[config.mk]
export PLATFORM = sky130hd
export DESIGN_NAME = cfw_seq
export DESIGN_NICKNAME = d
export VERILOG_FILES = /design/src/rtl/cfw_pkg.sv /design/src/rtl/cfw_seq.sv
export SDC_FILE = /design/constraint.sdc
export NUM_CORES = 1
export LEC_CHECK = 0
export ABC_AREA = 1
export BUFFER_PORTS_ARGS = -buffer_cell sky130_fd_sc_hd__buf_2
export CORE_ASPECT_RATIO = 0.9
export CORE_UTILIZATION = 45
export DETAILED_ROUTE_END_ITERATION = 12
export PLACE_DENSITY = 0.73
export SLEW_MARGIN = 20
export SYNTH_ARGS = -nofsm -noshare
export SYNTH_HDL_FRONTEND = slang
export SYNTH_SLANG_ARGS = --single-unit
[constraint.sdc]
create_clock -name clk -period 5.5 [get_ports clk]
set_input_delay 1.65 -clock clk [delete_from_list [all_inputs] [get_ports clk]]
set_output_delay 1.65 -clock clk [all_outputs]
set_load 0.02 [all_outputs]
[src/rtl/cfw_pkg.sv]
package cfw_pkg;

    localparam int SIG_W   = 16;
    localparam int KIND_HI = 15;
    localparam int KIND_LO = 14;
    localparam int SUB_HI  = 13;
    localparam int SUB_LO  = 8;

    typedef enum logic [1:0] {
        K_PLAIN = 2'b00,
        K_CALL  = 2'b01,
        K_RET   = 2'b10,
        K_ALT   = 2'b11
    } kind_e;

    typedef enum logic [2:0] {
        E_NONE  = 3'd0,
        E_SUCC  = 3'd1,
        E_RET   = 3'd2,
        E_OVF   = 3'd3,
        E_UNF   = 3'd4
    } err_e;

    typedef enum logic [1:0] {
        PH_WAIT = 2'd0,
        PH_SCAN = 2'd1,
        PH_HALT = 2'd2
    } phase_e;

endpackage

[src/rtl/cfw_seq.sv]
module cfw_seq
    import cfw_pkg::*;
#(
    parameter int PTR_W      = 8,
    parameter int CNT_W      = 5,
    parameter int SUB_IDX_W  = 3,
    parameter int NODE_IDX_W = 3
) (
    input  logic                           clk,
    input  logic                           rst_n,
    input  logic                           sig_valid,
    input  logic [SIG_W-1:0]               sig_data,
    input  logic [PTR_W-1:0]               st_base,
    input  logic [CNT_W-1:0]               st_cnt,
    input  logic [SIG_W-1:0]               rd_sig,
    input  logic [SIG_W-1:0]               stk_top,
    input  logic                           stk_empty,
    input  logic                           stk_full,
    output logic [SUB_IDX_W+NODE_IDX_W-1:0] st_idx,
    output logic [PTR_W-1:0]               rd_ptr,
    output logic                           push,
    output logic                           pop,
    output logic [SIG_W-1:0]               push_data,
    output logic                           sig_ready,
    output logic                           err_flag,
    output logic [2:0]                     err_code
);

    typedef struct packed {
        phase_e           phase;
        logic             started;
        logic [SIG_W-1:0] cur;
        logic [SIG_W-1:0] cand;
        logic [PTR_W-1:0] ptr;
        logic [CNT_W-1:0] left;
        err_e             code;
    } seq_t;

    seq_t q, d;
    logic [1:0] in_kind;
    logic       same_sub;

    always_comb begin
        d         = q;
        push      = 1'b0;
        pop       = 1'b0;
        push_data = q.cur;
        in_kind   = sig_data[KIND_HI:KIND_LO];
        same_sub  = (sig_data[SUB_HI:SUB_LO] == q.cur[SUB_HI:SUB_LO]);

        unique case (q.phase)
            PH_WAIT: begin
                if (sig_valid) begin
                    if (in_kind == K_RET) begin
                        if (stk_empty) begin
                            d.code  = E_UNF;
                            d.phase = PH_HALT;
                        end else if (!same_sub) begin
                            d.code  = E_RET;
                            d.phase = PH_HALT;
                        end else begin
                            pop   = 1'b1;
                            d.cur = stk_top;
                        end
                    end else if (!q.started) begin
                        d.cur     = sig_data;
                        d.started = 1'b1;
                    end else if (in_kind == K_CALL) begin
                        if (stk_full) begin
                            d.code  = E_OVF;
                            d.phase = PH_HALT;
                        end else begin
                            push  = 1'b1;
                            d.cur = sig_data;
                        end
                    end else begin
                        d.cand  = sig_data;
                        d.ptr   = st_base;
                        d.left  = st_cnt;
                        d.phase = PH_SCAN;
                    end
                end
            end
            PH_SCAN: begin
                if (q.left == '0) begin
                    d.code  = E_SUCC;
                    d.phase = PH_HALT;
                end else if (rd_sig == q.cand) begin
                    d.cur   = q.cand;
                    d.phase = PH_WAIT;
                end else if (q.left == CNT_W'(1)) begin
                    d.code  = E_SUCC;
                    d.phase = PH_HALT;
                end else begin
                    d.ptr  = q.ptr + 1'b1;
                    d.left = q.left - 1'b1;
                end
            end
            default: begin
                d = q;
            end
        endcase
    end

    always_ff @(posedge clk) begin
        if (!rst_n) begin
            q.phase   <= PH_WAIT;
            q.started <= 1'b0;
            q.cur     <= '0;
            q.cand    <= '0;
            q.ptr     <= '0;
            q.left    <= '0;
            q.code    <= E_NONE;
        end else begin
            q <= d;
        end
    end

    assign st_idx    = {q.cur[SUB_LO+SUB_IDX_W-1:SUB_LO], q.cur[NODE_IDX_W-1:0]};
    assign rd_ptr    = q.ptr;
    assign sig_ready = (q.phase == PH_WAIT);
    assign err_flag  = (q.phase == PH_HALT);
    assign err_code  = q.code;

    // the first error and its cause hold until reset
    p_err_hold_r10: assert property (@(posedge clk) disable iff (!rst_n)
        err_flag |=> (err_flag && $stable(err_code)));

    // once halted, no stack traffic happens
    p_halt_quiet_r10: assert property (@(posedge clk) disable iff (!rst_n)
        err_flag |-> (!push && !pop));

    // the code is non-zero exactly while the flag is set
    p_code_match_r10: assert property (@(posedge clk) disable iff (!rst_n)
        err_flag == (err_code != E_NONE));

    // each scan cycle that does not end the scan consumes exactly one entry
    p_scan_step_r4: assert property (@(posedge clk) disable iff (!rst_n)
        (q.phase == PH_SCAN) |=> ((q.phase != PH_SCAN) ||
            ((q.left == $past(q.left) - 1'b1) && (q.ptr == $past(q.ptr) + 1'b1))));

    // leaving a scan without an error adopts the candidate as the current state
    p_scan_adopt_r3: assert property (@(posedge clk) disable iff (!rst_n)
        ((q.phase == PH_SCAN) && (d.phase == PH_WAIT)) |=> (q.cur == $past(q.cand)));

endmodule

==> flow_metrics.env <==
export IMPL_critical_path_buf_inv_count=4
export IMPL_grt_overflow_total=0
export IMPL_layout_cell_area_non_filler_um2=4020
export IMPL_total_leakage_power_nw=2.06
export IMPL_syn_cell_area_um2=3620
export IMPL_path_class="primary input to primary output"
export IMPL_synthCells=586
export IMPL_fin_nets=714
export IMPL_skew_final_ps=11.9
export IMPL_post_synth_cell_area_avg_um2=6.18
export IMPL_reg2regPathDepth=9
export IMPL_ctsResizeCount=0
export IMPL_antenna_cells=0
export IMPL_htree_num_levels=2
export IMPL_gpl_final_weighted_congestion=0.842
export IMPL_core_region_area_um2=7660
export IMPL_critPathMaxStageDelay_ps=230
export IMPL_wire_per_inst_um=13.1
export IMPL_detail_route_drc_violations=0
export IMPL_synth_sequential_area_ratio=0.282
export IMPL_net_count_synth=658
export IMPL_met3RoutedLength_um=618
export IMPL_cts_made_buffers=5
export IMPL_fmax_mhz=216
export IMPL_dp_cells=731
export IMPL_numPortBuffers=102
export IMPL_boundaryPins=103
export IMPL_finalSetupViolations=0
export IMPL_initial_antenna_violation_count=0
export IMPL_post_route_cells_drive_above_1_share=0.219
export IMPL_cts_root_buffer="sky130_fd_sc_hd__clkbuf_8"
export IMPL_fin_setup_tns_ps=0
export IMPL_pwr_density_cell_nw_per_um2=538
export IMPL_fp_dieW_um=96.6
export IMPL_groute_usage_overall=0.239
export IMPL_drt_pass1_iterations=5
export IMPL_post_route_period_util=0.841
export IMPL_critical_path_max_fanout=11
export IMPL_dieArea_um2=8410
export IMPL_maxSlewHeadroom=0.393
export IMPL_timing_max_cap_violations=0
export IMPL_clock_insertion_delay_worst_skew_ps=320
export IMPL_ff_to_ff_start="push_data[8]$_SDFFE_PN0P_"
export IMPL_end_kind="primary output"
export IMPL_tightest_slew_ps=911
export IMPL_critical_path_cell_with_the_highest_stage_delay="sky130_fd_sc_hd__ha_1"
export IMPL_die_h_um=87.1
export IMPL_worst_hold_startpoint="q[27]$_SDFFE_PN0P_"
export IMPL_placedInstanceArea_um2=3890
export IMPL_timing_critical_path_cells="buf_2, inv_1, ha_1, buf_4, nand2_1, nor2_1, nand4_1, nor2_1, buf_2"
export IMPL_dr_max_layer_used="met4"
export IMPL_global_route_wire_length_before_repair_mm=15.7
export IMPL_ys_types=35
export IMPL_worst_endpoint_required_time_ps=3850
export IMPL_setup_slack_of_the_most_critical_reg_to_reg_path_ps=3390
export IMPL_finalHoldViolations=0
export IMPL_wl_met1_mm=4.57
export IMPL_peakVddDrop_mv=0.204
export IMPL_dr_total_vias=3790
export IMPL_yosysWarnings=0
export IMPL_layout_cells_most_common_list="sky130_fd_sc_hd__nand2_1 (153), sky130_fd_sc_hd__buf_2 (102), sky130_fd_sc_hd__nor2_1 (75)"
export IMPL_detail_route_wirelength_mm=9.67
export IMPL_crit_reg2reg_capture="push_data[0]$_SDFFE_PN0P_"
export IMPL_layoutNonFillerInstCount=739
export IMPL_post_dp_hpwl_mm=6.98
export IMPL_postLayoutCoreUtil=0.525
export IMPL_path_delay_family="buffers and inverters"
export IMPL_worst_hold_path_endpoint="q[27]$_SDFFE_PN0P_"
export IMPL_ant_nets=0
export IMPL_clk_pin_slew_ps=110
export IMPL_final_max_slew_viol_count=0
export IMPL_commonest_non_fill_non_tap_cell_in_the_layout="sky130_fd_sc_hd__nand2_1"
export IMPL_fin_hold_ws_ps=485
export IMPL_ys_seq_elements=51
export IMPL_wl_met2_mm=4.36
export IMPL_grt_start_max_net_pins=52
export IMPL_worst_setup_path_start_kind="primary input"
export IMPL_vias_per_cell=5.13
export IMPL_run_status="completed"
export IMPL_fill_cells=833
export IMPL_floorplan_rows=30
export IMPL_tritoncts="done"
export IMPL_min_path_cells=2
export IMPL_ctsLongestPathBuffers=2
export IMPL_post_route_min_period_ps=4620
export IMPL_multiInputGateArea_um2=1970
export IMPL_hold_class="flip-flop to flip-flop"
export IMPL_post_cts_setup_repair_bufs=0
export IMPL_start_util=0.473
export IMPL_grt_setup_unrepaired="no"
export IMPL_area_growth_syn_to_layout_pct=11.0
export IMPL_arrival_time_of_the_worst_setup_path_ps=2970
export IMPL_area_sequential_um2=1020
export IMPL_first_iter_violations=357
export IMPL_clock_sinks=51
export IMPL_post_cts_hold_buffer_count=0
export IMPL_via_count_of_the_first_global_routing_pass=3418
## cell usage after synthesis, drive strengths merged
library cell,count,share of area
a22oi,9,0.019
nor3b,1,0.0021
dfxtp,51,0.28
clkbuf,9,0.012
o211ai,1,0.0021
clkinv,1,0.0010
nand3,41,0.058
a31oi,2,0.0035
nand2,161,0.18
nor2,80,0.088
inv,64,0.066
a21boi,3,0.0093
a21oi,75,0.11
buf,48,0.095
a22o,1,0.0024
o21ai,21,0.029
nand4,4,0.0069
xor2,5,0.012
and2,1,0.0017
ha,6,0.021
o22ai,2,0.0035
## metal layers
layer,up-vias,GRT usage
met5,-,0
met4,0,0.0682
met3,9,0.0349
met2,141,0.376
met1,1698,0.338
li1,1942,-
## worst max path at each step
stage | from | slack (ps) | depth (start not counted) | end
floorplan | sig_data[14] | 1340 | 6 | pop
global placement | sig_data[14] | 920 | 9 | pop
detailed placement | sig_data[14] | 880 | 9 | pop
CTS | sig_data[14] | 880 | 9 | pop
global route | sig_data[14] | 760 | 9 | pop
finish | sig_data[14] | 880 | 9 | pop
## state kept, by name (all words and copies together) (netlist names)
| signal | flops |
|---|---|
| q | 24 |
| rd_ptr | 8 |
| push_data | 16 |
| err_code | 3 |
## logic make-up after synthesis
family / share of synthesized area
buffers and inverters: 0.174
AND/OR/NAND/NOR: 0.332
adder cells (fa/ha/maj): 0.0207
AO/OA/AOI/OAI: 0.178
XOR/XNOR: 0.0121
flip-flops: 0.282
## cell type report
| cell class | instances | area share |
|---|---|---|
| Multi-Input combinational cell | 413 | 0.491 |
| Clock buffer | 6 | 0.0206 |
| Timing Repair Buffer | 106 | 0.135 |
| Inverter | 65 | 0.0607 |
| Tap cell | 96 | 0.0299 |
| Sequential cell | 51 | 0.254 |
| Clock inverter | 2 | 0.00965 |
## worst reg2reg max path, cell delays in order (launching register included)
cell	delay, ps
sky130_fd_sc_hd__dfxtp_1	430
sky130_fd_sc_hd__inv_1	60
sky130_fd_sc_hd__nand2_1	50
sky130_fd_sc_hd__nand2_1	50
sky130_fd_sc_hd__nor2_1	150
sky130_fd_sc_hd__nand3_1	150
sky130_fd_sc_hd__a21boi_4	710
sky130_fd_sc_hd__nand3_1	240
sky130_fd_sc_hd__nand2_1	110
sky130_fd_sc_hd__nor2_1	40
## per-stage QoR
stage,power (mW),worst slack [ps]
after floorplan,1.74,1340
after global placement,1.83,923
after detailed placement,1.87,885
after CTS,2.16,880
after global routing,2.36,759
final,2.16,876
## power breakdown
| group | switching, mW | internal [mW] | total [mW] |
|---|---|---|---|
| Sequential | 0.117 | 0.502 | 0.618 |
| Combinational | 0.826 | 0.427 | 1.25 |
| Clock | 0.139 | 0.150 | 0.289 |
Power figures use the tool's default switching activity.
